## src/rtl/pwr_leaf_pkg.sv

```systemverilog
package pwr_leaf_pkg;

    localparam int LVL_W = 3;
    localparam logic [LVL_W-1:0] LVL_MAX_CODE = 3'd4;

    typedef enum logic [LVL_W-1:0] {
        LV_LO  = 3'd0,
        LV_MLO = 3'd1,
        LV_MID = 3'd2,
        LV_MHI = 3'd3,
        LV_HI  = 3'd4
    } level_t;

    // One waiting state per requested level; code of the state equals level code.
    typedef enum logic [LVL_W-1:0] {
        ST_WAIT_LO  = 3'd0,
        ST_WAIT_MLO = 3'd1,
        ST_WAIT_MID = 3'd2,
        ST_WAIT_MHI = 3'd3,
        ST_WAIT_HI  = 3'd4,
        ST_IDLE     = 3'd5
    } state_t;

    function automatic logic lvl_legal(input logic [LVL_W-1:0] code);
        return code <= LVL_MAX_CODE;
    endfunction

    function automatic state_t wait_on(input level_t lvl);
        return state_t'(lvl);
    endfunction

    function automatic level_t lvl_of(input state_t st);
        return level_t'(st);
    endfunction

    function automatic level_t lvl_below(input level_t lvl);
        return (lvl == LV_LO) ? LV_LO : level_t'(lvl - 3'd1);
    endfunction

endpackage

```

## src/rtl/pwr_leaf_hold.sv

```systemverilog
module pwr_leaf_hold
    import pwr_leaf_pkg::*;
(
    input  logic   clk,
    input  logic   rst,
    input  logic   load,
    input  level_t load_level,
    input  logic   take,
    output logic   valid,
    output level_t level
);

    logic   valid_q;
    level_t level_q;

    always_ff @(posedge clk) begin
        if (rst) begin
            valid_q <= 1'b0;
            level_q <= LV_LO;
        end else if (load) begin
            valid_q <= 1'b1;
            level_q <= load_level;
        end else if (take) begin
            valid_q <= 1'b0;
        end
    end

    assign valid = valid_q;
    assign level = level_q;


    hold_load_chk: assert property (@(posedge clk) disable iff (rst)
        load |=> (valid && level == $past(load_level)));


    hold_take_chk: assert property (@(posedge clk) disable iff (rst)
        (take && !load) |=> !valid);

endmodule

```

## src/rtl/pwr_leaf_pick.sv

```systemverilog
module pwr_leaf_pick
    import pwr_leaf_pkg::*;
(
    input  logic               idle,
    input  level_t             cur,
    input  logic               want_valid,
    input  logic [LVL_W-1:0]   want_level,
    input  logic               hold_valid,
    input  level_t             hold_level,
    output logic               issue,
    output level_t             issue_level,
    output logic               hold_load,
    output logic               hold_take
);

    logic   want_ok;
    level_t cand;
    logic   cand_ok;

    always_comb begin
        want_ok = want_valid && lvl_legal(want_level);
        if (want_ok) begin
            cand    = level_t'(want_level);
            cand_ok = 1'b1;
        end else begin
            cand    = hold_level;
            cand_ok = hold_valid;
        end
        issue       = idle && cand_ok && (cand != cur);
        issue_level = cand;
        hold_load   = !idle && want_ok;
        hold_take   = idle && hold_valid;
    end

endmodule

```

## src/rtl/pwr_leaf_fsm.sv

```systemverilog
module pwr_leaf_fsm
    import pwr_leaf_pkg::*;
(
    input  logic   clk,
    input  logic   rst,
    input  logic   retry_en,
    input  logic   issue,
    input  level_t issue_level,
    input  logic   rsp_grant,
    input  logic   rsp_deny,
    output logic   idle,
    output level_t cur,
    output logic   req_valid,
    output level_t req_level,
    output logic   ack
);

    state_t state_q;
    level_t cur_q;
    logic   req_q;
    level_t req_lvl_q;
    logic   ack_q;

    level_t wait_lvl;
    level_t step_lvl;
    logic   answered;
    logic   do_retry;

    always_comb begin
        wait_lvl = lvl_of(state_q);
        step_lvl = lvl_below(wait_lvl);
        answered = (state_q != ST_IDLE) && (rsp_grant || rsp_deny);
        do_retry = answered && !rsp_grant && retry_en &&
                   (wait_lvl != LV_LO) && (step_lvl != cur_q);
    end

    always_ff @(posedge clk) begin
        if (rst) begin
            state_q   <= ST_IDLE;
            cur_q     <= LV_LO;
            req_q     <= 1'b0;
            req_lvl_q <= LV_LO;
            ack_q     <= 1'b0;
        end else begin
            req_q <= 1'b0;
            ack_q <= 1'b0;
            if (state_q == ST_IDLE) begin
                if (issue) begin
                    state_q   <= wait_on(issue_level);
                    req_q     <= 1'b1;
                    req_lvl_q <= issue_level;
                end
            end else if (answered) begin
                ack_q <= 1'b1;
                if (rsp_grant) begin
                    cur_q   <= wait_lvl;
                    state_q <= ST_IDLE;
                end else if (do_retry) begin
                    state_q   <= wait_on(step_lvl);
                    req_q     <= 1'b1;
                    req_lvl_q <= step_lvl;
                end else begin
                    state_q <= ST_IDLE;
                end
            end
        end
    end

    assign idle      = (state_q == ST_IDLE);
    assign cur       = cur_q;
    assign req_valid = req_q;
    assign req_level = req_lvl_q;
    assign ack       = ack_q;


    level_legal_chk: assert property (@(posedge clk) disable iff (rst)
        lvl_legal(cur_q) && lvl_legal(req_lvl_q));


    req_while_wait_chk: assert property (@(posedge clk) disable iff (rst)
        req_q |-> !idle);


    req_differs_chk: assert property (@(posedge clk) disable iff (rst)
        req_q |-> (req_lvl_q != cur_q));


    grant_take_chk: assert property (@(posedge clk) disable iff (rst)
        (!idle && rsp_grant) |=> (ack && cur_q == $past(wait_lvl)));


    deny_keep_chk: assert property (@(posedge clk) disable iff (rst)
        (!idle && rsp_deny && !rsp_grant) |=> (ack && $stable(cur_q)));


    no_retry_low_chk: assert property (@(posedge clk) disable iff (rst)
        (!idle && rsp_deny && !rsp_grant && wait_lvl == LV_LO) |=> (!req_q && idle));


    stray_rsp_chk: assert property (@(posedge clk) disable iff (rst)
        (idle && (rsp_grant || rsp_deny)) |=> (!ack && $stable(cur_q)));

endmodule

```

## src/rtl/pwr_leaf_agent.sv

```systemverilog
module pwr_leaf_agent
    import pwr_leaf_pkg::*;
(
    input  logic             clk,
    input  logic             rst,
    input  logic             retry_en,
    input  logic             want_valid,
    input  logic [LVL_W-1:0] want_level,
    input  logic             rsp_grant,
    input  logic             rsp_deny,
    output logic             req_valid,
    output logic [LVL_W-1:0] req_level,
    output logic             ack,
    output logic [LVL_W-1:0] cur_level,
    output logic             pending
);

    logic   idle;
    level_t cur;
    level_t req_lvl;
    logic   hold_valid;
    level_t hold_level;
    logic   issue;
    level_t issue_level;
    logic   hold_load;
    logic   hold_take;

    pwr_leaf_pick pick_i (
        .idle        (idle),
        .cur         (cur),
        .want_valid  (want_valid),
        .want_level  (want_level),
        .hold_valid  (hold_valid),
        .hold_level  (hold_level),
        .issue       (issue),
        .issue_level (issue_level),
        .hold_load   (hold_load),
        .hold_take   (hold_take)
    );

    pwr_leaf_hold hold_i (
        .clk        (clk),
        .rst        (rst),
        .load       (hold_load),
        .load_level (level_t'(want_level)),
        .take       (hold_take),
        .valid      (hold_valid),
        .level      (hold_level)
    );

    pwr_leaf_fsm fsm_i (
        .clk         (clk),
        .rst         (rst),
        .retry_en    (retry_en),
        .issue       (issue),
        .issue_level (issue_level),
        .rsp_grant   (rsp_grant),
        .rsp_deny    (rsp_deny),
        .idle        (idle),
        .cur         (cur),
        .req_valid   (req_valid),
        .req_level   (req_lvl),
        .ack         (ack)
    );

    assign req_level = req_lvl;
    assign cur_level = cur;
    assign pending   = !idle;


    illegal_want_chk: assert property (@(posedge clk) disable iff (rst)
        (idle && want_valid && !lvl_legal(want_level) && !hold_valid) |=> !req_valid);

endmodule

```

## config.mk

```make
export PLATFORM = sky130hd
export DESIGN_NAME = pwr_leaf_agent
export DESIGN_NICKNAME = d
export VERILOG_FILES = /design/src/rtl/pwr_leaf_pkg.sv /design/src/rtl/pwr_leaf_hold.sv /design/src/rtl/pwr_leaf_pick.sv /design/src/rtl/pwr_leaf_fsm.sv /design/src/rtl/pwr_leaf_agent.sv
export SDC_FILE = /design/constraint.sdc
export NUM_CORES = 1
export LEC_CHECK = 0
export BUFFER_PORTS_ARGS = -buffer_cell sky130_fd_sc_hd__buf_2
export CORE_ASPECT_RATIO = 0.6
export CORE_MARGIN = 2
export CORE_UTILIZATION = 27
export CTS_BUF_LIST = sky130_fd_sc_hd__clkbuf_4 sky130_fd_sc_hd__clkbuf_8
export CTS_CLUSTER_SIZE = 8
export DETAILED_ROUTE_END_ITERATION = 8
export PLACE_DENSITY_LB_ADDON = 0.08
export SYNTH_ARGS = -nofsm -noshare
export SYNTH_HDL_FRONTEND = slang
export SYNTH_SLANG_ARGS = --single-unit
```

## constraint.sdc

```tcl
create_clock -name clk -period 2.65 [get_ports clk]
set_input_delay 0.265 -clock clk [delete_from_list [all_inputs] [get_ports clk]]
set_output_delay 0.265 -clock clk [all_outputs]
set_load 0.01 [all_outputs]
```

Word level (Yosys, flattened, before mapping)
Index checks and enable logic that the tools add are counted.
{"block": "word_totals", "ff_bits": 15, "input_bits": 9, "output_inout_bits": 9, "word_cells": 58}
{"block": "classes", "add_sub_neg": 1, "reduce_logical": 22, "eq_ne": 6, "bitwise": 1, "order_cmp": 1, "muxes": 20}
{"cell": "3-bit two-way mux", "n": 11}
{"cell": "1-bit logical AND", "n": 10}
{"cell": "1-bit two-way mux", "n": 9}
{"cell": "3-bit inequality test", "n": 2}
{"cell": "2-bit nonzero test", "n": 3}
{"cell": "2-bit by 1-bit inequality test with 1-bit output (second input constant)", "n": 2}
{"cell": "4-bit AND reduction", "n": 1}
{"cell": "3-bit == test (second input constant)", "n": 1}
{"cell": "3-bit less-or-equal comparator (second input constant)", "n": 1}
{"cell": "3-bit logical NOT", "n": 1}
{"cell": "3-bit inequality test (second input constant)", "n": 1}
{"cell": "3-bit AND reduction", "n": 1}
{"cell": "3-bit nonzero test", "n": 1}
{"cell": "3-bit by 1-bit subtractor with 3-bit output (second input constant)", "n": 1}
{"cell": "1-bit logical NOT", "n": 2}
{"cell": "2-bit AND reduction", "n": 1}
{"cell": "2-bit OR reduction", "n": 1}
{"cell": "1-bit logical OR", "n": 1}
{"cell": "1-bit inverter", "n": 1}

Longest topological paths before layout
{"block": "depth", "depth_word": 10, "ltp_mapped": 9, "mapped_depth_nobuf": 8}

Cells and area by module
From an unflattened synthesis, not the netlist that was laid out.
{"block": "unflattened", "hier_cells": 99, "hier_area_um2": 892.1}
{"mod": "pwr_leaf_fsm", "instances": 1, "cells_each": 66, "area_per_inst_um2": 586.8, "seq_area_each_um2": 220.2}
{"mod": "pwr_leaf_pick", "instances": 1, "cells_each": 19, "area_per_inst_um2": 165.2, "seq_area_each_um2": 0.0}
{"mod": "pwr_leaf_hold", "instances": 1, "cells_each": 13, "area_per_inst_um2": 136.4, "seq_area_each_um2": 80.1}
{"mod": "pwr_leaf_agent", "instances": 1, "cells_each": 1, "area_per_inst_um2": 3.8, "seq_area_each_um2": 0.0}

Least setup slack after synthesis
OpenSTA, ideal clock, no wires.
{"block": "synth_timing", "path_type": "flip-flop to flip-flop", "from": "register fsm_i.state_q[0]", "to": "register fsm_i.req_lvl_q[1], in the netlist fsm_i.req_level[1]", "period_less_slack_ns": 2.029, "path_stages_with_launch": 9, "required_ns": 2.527, "setup_time_ns": 0.123, "path_slack_ns": 0.621, "n_path_buf": 1, "t_arrival_ns": 1.906, "cell_sequence": "dfxtp_1 > clkbuf_1 > nor2_1 > ha_1 > nor4bb_1 > nor2_1 > a21oi_1 > o21ai_1 > mux2_1"}
{"block": "synth_between", "elab_chain_cells": 8, "elab_cells_between_ends": 23, "cone_classes": "add/sub: 1; eq/ne: 5; mux: 5; reduce/logical: 12"}
{"item": "start: declaration", "line": "pwr_leaf_fsm.sv:18", "text": "state_t state_q;"}
{"item": "start signal: assignment", "line": "pwr_leaf_fsm.sv:49", "text": "state_q <= wait_on(issue_level);"}
{"item": "start signal: assignment", "line": "pwr_leaf_fsm.sv:59", "text": "state_q <= wait_on(step_lvl);"}
{"item": "branches (longest 8 deep; another with 3-bit by 1-bit subtractor with 3-bit output)"}
{"item": "end signal: assignment", "line": "pwr_leaf_fsm.sv:51", "text": "req_lvl_q <= issue_level;"}
{"item": "end signal: assignment", "line": "pwr_leaf_fsm.sv:61", "text": "req_lvl_q <= step_lvl;"}
{"item": "end: declaration", "line": "pwr_leaf_fsm.sv:21", "text": "level_t req_lvl_q;"}
Parallel ways; which one is timed is not known. The select of a mux whose other input is x is not followed.
A chain may end at the register's enable or synchronous reset.

Worst setup path after layout
Same ends and word-level chain as after synthesis.

==> results.py <==
metrics = {
    "hold_path": {
        "hp-start": "rsp_grant",
        "min_path_type": "in -> reg",
        "min_path_cells": 2,
        "holdPathEnd": "fsm_i.cur[2]$_SDFFE_PP0P_",
    },
    "sta": {
        "max_freq_mhz": 441,
        "finalCritPeriodShare_pct": 85.6,
        "finalHoldViolCount": 0,
        "fin_worst_skew_ps": 0.948,
        "tightest_slew_ps": 427,
        "max-slew-margin-rel_pct": 71.1,
        "rsz0062_at_grt": "no",
        "fin_hold_ws_ps": 306,
        "fin_setup_tns_ps": 0,
        "finalWorstPathRequiredPeriod_ps": 2270,
        "drv_slew": 0,
        "final-setup-viol-count": 0,
    },
    "synth": {
        "yosys.area.top_type": "dfxtp_1",
        "syn_area_um2": 881,
        "synth_commonest_cells": "dfxtp_1, nor2_1, a21oi_1, nand2_1, nor3_1",
        "synth_edf_count": 0,
        "yosys_most_used_dff": "dfxtp_1",
        "synth_top_area_share_pct": 34.1,
        "synth_nets": 116,
        "synth.ff_latch_count": 15,
        "avgSynthCellArea_um2": 8.39,
        "synth_cells": 105,
        "ys_seq_area_share_pct": 34.1,
        "ys_top_cells_by_area": "dfxtp_1, nor2_1, mux2i_1, a21oi_1, nor2b_4",
        "yosys_warnings": 0,
        "async_flop_share_pct": 0,
        "ys_types": 38,
    },
    "placed_design": {
        "place_congestion": 0.850,
        "place_area_um2": 1000,
        "dpl.hpwl_mm": 1.55,
        "io_buffer_count": 17,
    },
    "floorplan": {
        "rows": 16,
        "core-area_um2": 3180,
        "die-width_um": 77.7,
        "start_util_pct": 27.7,
        "die_h_um": 48.2,
        "ios": 18,
        "dieArea_um2": 3750,
    },
    "clocking": {
        "clk_latency_ps": 250,
        "cts_inserted_buffers": 3,
        "clkSinkCount": 15,
        "clock_path_buffers": 2,
        "htree_num_levels": 1,
        "ctsHoldBuffers": 0,
        "root_buffer": "clkbuf_8",
        "cts_setup_buffers": 0,
        "cts_resized": 0,
        "cts_tree": "yes",
        "clk_pin_slew_worst_paths_ps": 60,
    },
    "final_layout": {
        "final_area_um2": 1050,
        "num-fill-cells": 334,
        "final_nets": 133,
        "seq_area_um2": 300,
        "area_growth_pct": 19.0,
        "num_antenna_cells": 0,
        "multi_input_area_um2": 543,
        "layout-drive-gt1-share_pct": 24.0,
        "post-route-util_pct": 32.9,
    },
    "setup_path": {
        "arrival_ps": 2410,
        "r2r_slack_ps": 380,
        "crit_required_ps": 2790,
        "worstPathMaxFanout": 11,
        "crit_type": "reg -> reg",
        "reg2reg_from": "fsm_i.state_q[0]$_SDFFE_PP1P_",
        "worstSetupEndpointType": "register",
        "worstReg2RegEnd": "fsm_i.req_level[1]$_SDFFE_PP0P_",
        "startpoint_type": "register",
        "ff2ff_path_depth": 7,
    },
    "global_routing": {
        "grt_pass1_vias": 679,
        "grt_max_degree": 17,
        "grt_usage_pct": 12.1,
        "grt_remaining_overflow": 0,
        "grt_pass1_wl_mm": 3.29,
        "antenna_found_initial": 0,
    },
    "power": {
        "powerDensity_nw_per_um2": 1140,
        "leakage_nw": 0.474,
        "power_mw": 1.19,
        "ir_worst_vdd_uv": 296,
    },
    "routing": {
        "firstDrtPassIters": 4,
        "wirelength_mm": 2.01,
        "antenna_left": 0,
        "drtIter0Drc": 35,
        "drcViolationCount": 0,
        "routedWlPerCell_um": 12.1,
        "viasPerCell": 4.59,
        "vias": 762,
    },
    "flow_run": {
        "drv_cap": 0,
    },
    "status": {
        "status": "finished clean",
    },
}
cell usage in the layout, fill, tap and decap left out, drive strengths merged, types with 2 or more instances in the layout:
cell,n
nor3,6
a21oi,7
mux2i,4
dfxtp,15
o2bb2ai,2
xor2,2
nand2,7
inv,4
ha,2
buf,17
xnor2,3
clkbuf,3
nor2,15
o21ai,4
o21bai,2
a211oi,2
nor3b,2
a31oi,4
nor2b,5
cell families after synthesis:
group / synth area share, %
buf+inv: 4.26
fa+ha+maj: 2.84
mux: 5.82
simple gates: 25.7
compound gates: 22.3
xor+xnor: 4.97
flops: 34.1
metrics by stage:
| stage | std cells | setup slack [ps] |
|---|---|---|
| floorplan | 105 | 621 |
| global placement | 162 | 525 |
| detailed placement | 162 | 442 |
| CTS | 166 | 418 |
| global route | 166 | 271 |
| finish | 166 | 381 |
routing by layer:
layer,vias up,global-route usage (%),wire [µm]
met3,2,5.93,185
met5,-,0,0
met1,341,17.2,1050
met2,20,15.9,757
li1,399,-,-
met4,0,3.21,11
critical path, stage by stage, from the launching register on:
cell	delay, ps
dfxtp_1	510
nor2_1	120
ha_1	220
nor4bb_1	420
nor2_1	70
a21oi_1	320
o21ai_1	170
mux2_1	330
power by group:
group / total [mW] / internal [mW] / switching, mW
logic: 0.632 / 0.269 / 0.363
registers: 0.366 / 0.294 / 0.0722
clock network: 0.192 / 0.106 / 0.0860
registers in the layout, indices dropped and copies added (netlist names):
name and cells:
fsm_i.req_valid 1, hold_i.valid 1, hold_i.level 3, fsm_i.req_level 3
fsm_i.ack 1, fsm_i.cur 3, fsm_i.state_q 3
worst max path at each step:
stage                                             start                         endpoint  slack [ps]  cells past startpoint
after CTS                 fsm_i.state_q[0]$_SDFFE_PP1P_  fsm_i.req_level[1]$_SDFFE_PP0P_         420                      7
after detailed placement  fsm_i.state_q[0]$_SDFFE_PP1P_  fsm_i.req_level[1]$_SDFFE_PP0P_         440                      7
after global placement    fsm_i.state_q[0]$_SDFFE_PP1P_  fsm_i.req_level[1]$_SDFFE_PP0P_         530                      7
after floorplan           fsm_i.state_q[0]$_SDFFE_PP1P_  fsm_i.req_level[1]$_SDFFE_PP0P_         620                      8
after global routing      fsm_i.state_q[0]$_SDFFE_PP1P_  fsm_i.req_level[1]$_SDFFE_PP0P_         270                      7
final                     fsm_i.state_q[0]$_SDFFE_PP1P_  fsm_i.req_level[1]$_SDFFE_PP0P_         380                      7
final cells by class:
class                           instances  share of cell area (%)
Clock buffer                            3                    3.94
Inverter                                4                    1.43
Clock inverter                          1                   0.716
Timing Repair Buffer                   17                    8.11
Tap cell                               45                    5.37
Sequential cell                        15                    28.6
Multi-Input combinational cell         81                    51.8
(Power assumes the default switching activity.)
